===== config.mk =====
export PLATFORM = sky130hd
export DESIGN_NAME = boot_serial_tx
export DESIGN_NICKNAME = d
export VERILOG_FILES = /design/src/rtl/boot_tx_pkg.sv /design/src/rtl/bt_half_timer.sv /design/src/rtl/bt_image_ram.sv /design/src/rtl/bt_word_walker.sv /design/src/rtl/bt_frame_shifter.sv /design/src/rtl/boot_serial_tx.sv
export SDC_FILE = /design/constraint.sdc
export NUM_CORES = 1
export LEC_CHECK = 0
export BUFFER_PORTS_ARGS = -buffer_cell sky130_fd_sc_hd__buf_2
export CAP_MARGIN = 20
export CORE_MARGIN = 4
export CORE_UTILIZATION = 35
export DETAILED_ROUTE_END_ITERATION = 12
export PLACE_DENSITY = 0.54
export SLEW_MARGIN = 10
export SYNTH_ARGS = -nofsm -noshare
export SYNTH_HDL_FRONTEND = slang
export SYNTH_SLANG_ARGS = --single-unit

===== constraint.sdc =====
create_clock -name clk -period 5.02 [get_ports clk]
set_input_delay 0.502 -clock clk [delete_from_list [all_inputs] [get_ports clk]]
set_output_delay 0.502 -clock clk [all_outputs]
set_load 0.02 [all_outputs]

===== src/rtl/boot_tx_pkg.sv =====
// Shared types for the serial boot transmitter.
package boot_tx_pkg;

    // Run sequencer: target power-up steps, streaming, finished.
    typedef enum logic [2:0] {
        SQ_IDLE,
        SQ_RST_HOLD,
        SQ_RST_FREE,
        SQ_IRQ_UP,
        SQ_STREAM,
        SQ_FINISHED
    } seq_t;

    // Image walker: which kind of word the pointer is on.
    typedef enum logic [1:0] {
        WK_LEN,
        WK_ADDR,
        WK_DATA
    } walk_t;

endpackage


===== src/rtl/bt_half_timer.sv =====
// Half-period timer. While run is low it preloads the reload value.
// While run is high it counts down and pulses tick once every reload+1
// cycles. Assumes reload is held steady during a run.
module bt_half_timer #(
    parameter int DIV_W = 16
) (
    input  logic             clk,
    input  logic             rst_n,
    input  logic             run,
    input  logic [DIV_W-1:0] reload,
    output logic             tick
);

    logic [DIV_W-1:0] cnt;

    assign tick = run && (cnt == '0);

    // Count down, reload on expiry or while stopped.
    always_ff @(posedge clk) begin
        if (!rst_n) begin
            cnt <= '0;
        end else if (!run || cnt == '0) begin
            cnt <= reload;
        end else begin
            cnt <= cnt - DIV_W'(1);
        end
    end

endmodule


===== src/rtl/bt_image_ram.sv =====
// Image storage: one synchronous write port, one asynchronous read port.
// Assumes the caller gates writes while a run is in progress.
module bt_image_ram #(
    parameter int WORD_W = 32,
    parameter int DEPTH  = 16,
    localparam int AW    = $clog2(DEPTH)
) (
    input  logic              clk,
    input  logic              we,
    input  logic [AW-1:0]     waddr,
    input  logic [WORD_W-1:0] wdata,
    input  logic [AW-1:0]     raddr,
    output logic [WORD_W-1:0] rdata
);

    logic [WORD_W-1:0] mem [DEPTH];

    assign rdata = mem[raddr];

    // Store a word on a write strobe.
    always_ff @(posedge clk) begin
        if (we) begin
            mem[waddr] <= wdata;
        end
    end

endmodule


===== src/rtl/bt_word_walker.sv =====
// Image walker. Holds the pointer of the word being sent and tracks
// the block structure (length, address, payload). It flags the current
// word as the last one when it is a zero length or the final entry.
// After the last word the pointer no longer moves.
module bt_word_walker
    import boot_tx_pkg::*;
#(
    parameter int WORD_W    = 32,
    parameter int DEPTH     = 16,
    parameter int HDR_WORDS = 2,
    localparam int AW       = $clog2(DEPTH)
) (
    input  logic              clk,
    input  logic              rst_n,
    input  logic              restart,
    input  logic              step,
    input  logic [WORD_W-1:0] word,
    output logic [AW-1:0]     ptr,
    output logic              last
);

    localparam logic [AW-1:0] FIRST_PTR = AW'(HDR_WORDS);
    localparam logic [AW-1:0] END_PTR   = AW'(DEPTH - 1);

    walk_t             mode;
    logic [WORD_W-1:0] remain;

    assign last = ((mode == WK_LEN) && (word == '0)) || (ptr == END_PTR);

    // Advance pointer and block state after each sent word.
    always_ff @(posedge clk) begin
        if (!rst_n) begin
            ptr    <= FIRST_PTR;
            mode   <= WK_LEN;
            remain <= '0;
        end else if (restart) begin
            ptr    <= FIRST_PTR;
            mode   <= WK_LEN;
            remain <= '0;
        end else if (step && !last) begin
            ptr <= ptr + AW'(1);
            unique case (mode)
                WK_LEN: begin
                    remain <= word;
                    mode   <= WK_ADDR;
                end
                WK_ADDR: begin
                    mode <= WK_DATA;
                end
                default: begin
                    remain <= remain - WORD_W'(1);
                    if (remain == WORD_W'(1)) begin
                        mode <= WK_LEN;
                    end
                end
            endcase
        end
    end

endmodule


===== src/rtl/bt_frame_shifter.sv =====
// One framed transfer, counted in half-periods. Halves 0..2*PRE_CLKS-1
// hold the sync high. The next 2*WORD_W halves carry the bits, MSB first,
// with the clock high on odd halves. One final low half acts as the gap.
// Outputs are registered, so all three lines move together.
module bt_frame_shifter #(
    parameter int WORD_W   = 32,
    parameter int PRE_CLKS = 2
) (
    input  logic              clk,
    input  logic              rst_n,
    input  logic              load,
    input  logic [WORD_W-1:0] word,
    input  logic              tick,
    output logic              active,
    output logic              frame_end,
    output logic              sclk_o,
    output logic              sfs_o,
    output logic              sdata_o
);

    localparam int PRE_H   = 2 * PRE_CLKS;
    localparam int GAP_IDX = PRE_H + 2 * WORD_W;
    localparam int KW      = $clog2(GAP_IDX + 1);

    logic [KW-1:0]     half;
    logic [WORD_W-1:0] sr;
    logic              in_pre;
    logic              in_data;

    assign in_pre    = half < KW'(PRE_H);
    assign in_data   = (half >= KW'(PRE_H)) && (half < KW'(GAP_IDX));
    assign frame_end = active && tick && (half == KW'(GAP_IDX));

    // Step the half counter and shift on each falling clock edge.
    always_ff @(posedge clk) begin
        if (!rst_n) begin
            active <= 1'b0;
            half   <= '0;
            sr     <= '0;
        end else if (load && !active) begin
            active <= 1'b1;
            half   <= '0;
            sr     <= word;
        end else if (active && tick) begin
            if (half == KW'(GAP_IDX)) begin
                active <= 1'b0;
            end else begin
                half <= half + KW'(1);
            end
            if (half[0] && (half > KW'(PRE_H))) begin
                sr <= {sr[WORD_W-2:0], 1'b0};
            end
        end
    end

    // Register the decoded line levels.
    always_ff @(posedge clk) begin
        if (!rst_n) begin
            sclk_o  <= 1'b0;
            sfs_o   <= 1'b0;
            sdata_o <= 1'b0;
        end else begin
            sclk_o  <= active && half[0];
            sfs_o   <= active && in_pre;
            sdata_o <= active && in_data && sr[WORD_W-1];
        end
    end

endmodule


===== src/rtl/boot_serial_tx.sv =====
// Serial boot transmitter top. It steps the target through its reset and
// interrupt order, then streams image words from entry HDR_WORDS onward as
// framed transfers until a zero length word or the last entry is sent.
// Assumes half_cycles stays steady during a run.
module boot_serial_tx
    import boot_tx_pkg::*;
#(
    parameter int WORD_W    = 32,
    parameter int DEPTH     = 16,
    parameter int DIV_W     = 16,
    parameter int PRE_CLKS  = 2,
    parameter int HDR_WORDS = 2,
    localparam int AW       = $clog2(DEPTH)
) (
    input  logic              clk,
    input  logic              rst_n,
    input  logic              start,
    input  logic [DIV_W-1:0]  half_cycles,
    input  logic              img_we,
    input  logic [AW-1:0]     img_waddr,
    input  logic [WORD_W-1:0] img_wdata,
    output logic              tgt_rst_n,
    output logic              tgt_int,
    output logic              sclk,
    output logic              sfs,
    output logic              sdata,
    output logic              busy,
    output logic              done
);

    seq_t              state;
    seq_t              state_nx;
    logic              tick;
    logic              accept;
    logic              sh_active;
    logic              sh_end;
    logic              is_last;
    logic [AW-1:0]     rd_ptr;
    logic [WORD_W-1:0] rd_word;

    assign busy      = (state != SQ_IDLE) && (state != SQ_FINISHED);
    assign done      = (state == SQ_FINISHED);
    assign accept    = start && !busy;
    assign tgt_rst_n = (state == SQ_RST_FREE) || (state == SQ_IRQ_UP) ||
                       (state == SQ_STREAM)   || (state == SQ_FINISHED);
    assign tgt_int   = (state == SQ_IRQ_UP) || (state == SQ_STREAM) ||
                       (state == SQ_FINISHED);

    bt_half_timer #(.DIV_W(DIV_W)) u_timer (
        .clk    (clk),
        .rst_n  (rst_n),
        .run    (busy),
        .reload (half_cycles),
        .tick   (tick)
    );

    bt_image_ram #(.WORD_W(WORD_W), .DEPTH(DEPTH)) u_ram (
        .clk   (clk),
        .we    (img_we && !busy),
        .waddr (img_waddr),
        .wdata (img_wdata),
        .raddr (rd_ptr),
        .rdata (rd_word)
    );

    bt_word_walker #(
        .WORD_W(WORD_W), .DEPTH(DEPTH), .HDR_WORDS(HDR_WORDS)
    ) u_walker (
        .clk     (clk),
        .rst_n   (rst_n),
        .restart (accept),
        .step    (sh_end),
        .word    (rd_word),
        .ptr     (rd_ptr),
        .last    (is_last)
    );

    bt_frame_shifter #(.WORD_W(WORD_W), .PRE_CLKS(PRE_CLKS)) u_shift (
        .clk       (clk),
        .rst_n     (rst_n),
        .load      ((state == SQ_STREAM) && !sh_active),
        .word      (rd_word),
        .tick      (tick),
        .active    (sh_active),
        .frame_end (sh_end),
        .sclk_o    (sclk),
        .sfs_o     (sfs),
        .sdata_o   (sdata)
    );

    // Choose the next run step.
    always_comb begin
        state_nx = state;
        unique case (state)
            SQ_IDLE, SQ_FINISHED: if (start)           state_nx = SQ_RST_HOLD;
            SQ_RST_HOLD:          if (tick)            state_nx = SQ_RST_FREE;
            SQ_RST_FREE:          if (tick)            state_nx = SQ_IRQ_UP;
            SQ_IRQ_UP:            if (tick)            state_nx = SQ_STREAM;
            SQ_STREAM:            if (sh_end && is_last) state_nx = SQ_FINISHED;
            default:                                   state_nx = SQ_IDLE;
        endcase
    end

    // Hold the run step.
    always_ff @(posedge clk) begin
        if (!rst_n) begin
            state <= SQ_IDLE;
        end else begin
            state <= state_nx;
        end
    end

endmodule


==> metrics list <==
- Outcome: finished clean
- Clk network pwr share: between 40% and 50%
* Largest voltage drop on the vdd net: 0.3727 mV
* Insertion delay to the later sink of the worst-skew pair: 0.60 ns
* Cell Area, Placed: between 0.02 and 0.03 mm²
- Maximum clock frequency: 243.3 MHz
- Dividing the detail-routed via count by the number of cells gives approximately 5.5.
- Worst setup slack after placement: between 0.9 and 1 ns
* Avg Cell Area, Syn: 16.36 µm²
- Summed over all cells, the static leakage comes to 9.215 nW.
- Standard-cell rows: 97
- Pin placement for this block handled 63 I/O pins.
- Summed area of non-filler cells in the final layout: 0.02872 mm²
- Top library cells by usage in the layout, fill and taps aside: sky130_fd_sc_hd__edfxtp_1 (512), sky130_fd_sc_hd__mux4_2 (118), sky130_fd_sc_hd__nor2_1 (105)
- Number of DRC markers in iteration 0: 1549
- The clock tree synthesis step divided the H-tree into 3 levels.
* Num CTS Buffers: 67
* Setup TNS: 0 ns
- For the worst setup path, the data required time is ~5.5 ns.
- In this run the standard cell core region covers 0.07015 mm².
* Switching fraction of total power: 20.28%
- Number of gates resized after CTS: 0
- The first detailed-routing pass took 5 iterations.
- Pint: roughly 0.0086 W
- The detail route stage leaves a number of antenna-violating nets equal to 0.
- CTS saw 616 sinks.
- Logic gate share of total power: 2.5%
* Net total in the final layout: 1675
* Global-route wire length before repair: 95850 µm
- In the global route stage, overall resource usage came out at 17.08%.
- Synthesis inferred just over 600 register bits.
* Vias: 14305
- RSZ-0062 raised after global routing: no
- P per Cell Area: approximately 380 mW/mm²
* Antenna violations before repair: 4
* DR WL/cell: 24.67 µm
- Number of distinct library cells after synthesis: 66
* Layout Area Growth over Synthesis: 15.62%
- Pin count of the biggest net entering global routing: 57
- The congestion estimate from routability-driven global placement came to 0.8589.
* Hold WS: between 0.15 and 0.2 ns
- Classification of the worst-slack hold path: in -> reg
- CTS clock-pin slew for the worst setup and hold paths: 0.06 ns
* Yosys warning total: 0
- Critical path start-end classification: reg -> reg
- Actual slew at the worst max-slew pin: 1.048 ns
- Synthesis produced roughly 1500 cells.
- The worst path in the final design needs a cycle of 4.109 ns, including I/O delays and setup.
- Number of hold-repair buffers added at the cts stage: 0
* Overall die height: between 200 and 300 µm
* Uppermost signal routing layer after detailed routing: met4
- Finish-stage setup viols: 0
- STA classifies the critical path endpoint as a flip-flop.
* Number of port buffers: 62
* Post-detailed-routing wire length: 64310 µm
* Number of pins exceeding their max-slew limit in the final report: 0
- Maximum clock path buffer count: 3
- Starting Density: between 30% and 40%
* Part of the Yosys area used for sequential elements: roughly 70%
* Post-Synthesis Net Count: 1581
- Met2 Routed Length: about 31000 µm
- Crit path arrival time: 4.59 ns
* Worst-case headroom to the max-slew limit: 30.11%
- The library cell used most frequently in the layout, excluding fill and tap cells, is sky130_fd_sc_hd__edfxtp_1.
- PnR worst setup slack: 0.9105 ns
- Summed over all instances, the cell type with the most area after synthesis is sky130_fd_sc_hd__edfxtp_1.
- Share of final-layout standard cells stronger than drive strength 1: 21.75%
- After layout, the worst path uses 81.86% of the clock period.
- Measured along the x axis, the die boundary spans 274.4 µm.
- In the synthesized netlist the async set-or-reset flop fraction comes to 0%.
- Across the routed clock network, the largest skew measured is 0.03170 ns.
- The floorplan step defined a die boundary enclosing 0.07530 mm².
- The HPWL after detailed placement is between 30000 and 40000 µm.
- Net switching power: 0.002199 W
- Number of endpoints with negative hold slack in the final report: 0
- TritonCTS built the clock tree.
* Clock root buffer: sky130_fd_sc_hd__clkbuf_16
- Number of maximum-capacitance violations: 0
- Top cells by area in the synthesized netlist: sky130_fd_sc_hd__edfxtp_1 (62%), sky130_fd_sc_hd__mux4_2 (11%), sky130_fd_sc_hd__dfxtp_1 (8.4%), sky130_fd_sc_hd__nor2_1 (1.8%), sky130_fd_sc_hd__nand2_1 (1.5%)
- Wire segments on met3 add up to 3565 µm in the final route.
* Wire length on met1: 28210 µm
- Vias in the first global route: around 14000
- DRC viols: 0
- Most used DFF post-synth: sky130_fd_sc_hd__edfxtp_1
* Top-area cell type share of the netlist area: between 60% and 70%
- Number of enable flip-flop cells after synthesis: 512
- Of the total power, registers draw 51.8%.
- The worst setup path is launched from a flip-flop.
- Crit-path max FO: 41
* Leftover overflow at the end of global routing: 0
- Summing every instance area after synthesis gives 0.02484 mm².
- The number of setup buffers added after CTS is 0.
==> final timing paths <==
path	slack [ns]	startpoint	endpoint	depth (start not counted)
min	0.16	half_cycles[13]	u_timer.cnt[13]$_SDFF_PN0_	2
max reg2reg	0.91	flip-flop	u_walker.mode[1]$_SDFFE_PP0P_	9
min reg2reg	0.46	u_shift.sr[0]$_SDFFE_PN0P_	u_shift.sr[0]$_SDFFE_PN0P_	2
max	0.91	flip-flop	u_walker.mode[1]$_SDFFE_PP0P_	9
==> final cells by class <==
cell class                 count  area, µm²
fill                        6402      41430
sequential                   616      17470
multi-input combinational    793       6985
clock buffer                  89       1810
tap                          940       1176
timing repair buffer         119      823.3
clock inverter                32      396.6
inverter                      15      56.30
antenna                        3      7.507
==> per-layer routing <==
layer	vias to the layer above	track usage (%)
li1	6308	-
met1	7452	23.79
met2	452	27.66
met3	93	3.141
met4	0	4.700
met5	-	0
==> power by group through the flow <==
stage | Sequential, W | Clock (W) | Combinational [W]
detailed placement | 0.00572 | 0 | 0.000273
global placement | 0.00572 | 0 | 0.000261
finish | 0.00562 | 0.00495 | 0.000273
floorplan | 0.00572 | 0 | 0.000126
global route | 0.00562 | 0.00530 | 0.000300
CTS | 0.00562 | 0.00507 | 0.000274
==> stage by stage <==
stage	std cells	utilization, %	total power, W
6_report	2607	40.94	0.01084
5_1_grt	2604	40.93	0.01122
4_1_cts	2602	40.89	0.01096
3_5_place_dp	2481	37.74	0.005998
3_3_place_gp	2480	37.70	0.005983
2_1_floorplan	1518	-	0.005848
==> synthesized netlist by cell type (3+ instances only) <==
library cell and instances:
sky130_fd_sc_hd__buf_1 9, sky130_fd_sc_hd__nand2b_1 5, sky130_fd_sc_hd__edfxtp_1 512, sky130_fd_sc_hd__nor2b_1 13, sky130_fd_sc_hd__a21oi_1 17, sky130_fd_sc_hd__a22o_1 8
sky130_fd_sc_hd__o21ai_0 36, sky130_fd_sc_hd__a211oi_1 11, sky130_fd_sc_hd__a32o_1 10, sky130_fd_sc_hd__dfxtp_1 104, sky130_fd_sc_hd__o211a_1 16, sky130_fd_sc_hd__a31oi_1 24
sky130_fd_sc_hd__and2_1 11, sky130_fd_sc_hd__buf_4 11, sky130_fd_sc_hd__clkbuf_1 55, sky130_fd_sc_hd__o31ai_1 5, sky130_fd_sc_hd__a31o_2 5, sky130_fd_sc_hd__nor2_1 119
sky130_fd_sc_hd__nand2_1 100, sky130_fd_sc_hd__xnor2_1 10, sky130_fd_sc_hd__nand4_1 12, sky130_fd_sc_hd__o211ai_1 8, sky130_fd_sc_hd__a221oi_1 18, sky130_fd_sc_hd__and3_1 7
sky130_fd_sc_hd__nand4b_1 3, sky130_fd_sc_hd__inv_1 14, sky130_fd_sc_hd__a22oi_1 38, sky130_fd_sc_hd__xor2_1 10, sky130_fd_sc_hd__or3_1 8, sky130_fd_sc_hd__buf_6 9
sky130_fd_sc_hd__o22ai_1 6, sky130_fd_sc_hd__buf_2 10, sky130_fd_sc_hd__nand3_1 31, sky130_fd_sc_hd__or4_1 7, sky130_fd_sc_hd__mux2i_1 34, sky130_fd_sc_hd__nor4_1 15
sky130_fd_sc_hd__ha_1 7, sky130_fd_sc_hd__nor3_1 22, sky130_fd_sc_hd__o41ai_1 6, sky130_fd_sc_hd__mux4_2 118, sky130_fd_sc_hd__o221ai_1 22
==> flip-flops by register name (all words and copies together), names as in the netlist, 2 cells and up, named ones only <==
| register | count |
|---|---|
| u_ram.mem | 512 |
| u_shift.sr | 32 |
| u_walker.remain | 32 |
| u_timer.cnt | 16 |
| u_shift.half | 7 |
| u_walker.ptr | 4 |
| state | 3 |
| u_walker.mode | 2 |
==> worst max-delay path, stage by stage, from the launching register on <==
cell and delay (ns):
sky130_fd_sc_hd__dfxtp_4 0.59, sky130_fd_sc_hd__buf_12 0.37, sky130_fd_sc_hd__mux4_2 0.55, sky130_fd_sc_hd__a22oi_1 0.24, sky130_fd_sc_hd__nand2_1 0.17, sky130_fd_sc_hd__or4_1 0.62, sky130_fd_sc_hd__nor4_2 0.33, sky130_fd_sc_hd__and4_1 0.55
sky130_fd_sc_hd__nor2_2 0.20, sky130_fd_sc_hd__a311oi_1 0.28
==> kinds of logic after synthesis <==
kind of cell / after synthesis / synth area share [%]
multiplexers: 154 / 12.16
AND/OR/NAND/NOR: 365 / 6.886
flip-flops: 616 / 70.28
AO/OA/AOI/OAI: 247 / 7.485
buffers and inverters: 109 / 2.136
adder cells (fa/ha/maj): 7 / 0.3526
XOR/XNOR: 20 / 0.7052
Note: power is estimated with default switching activity, not from simulation.
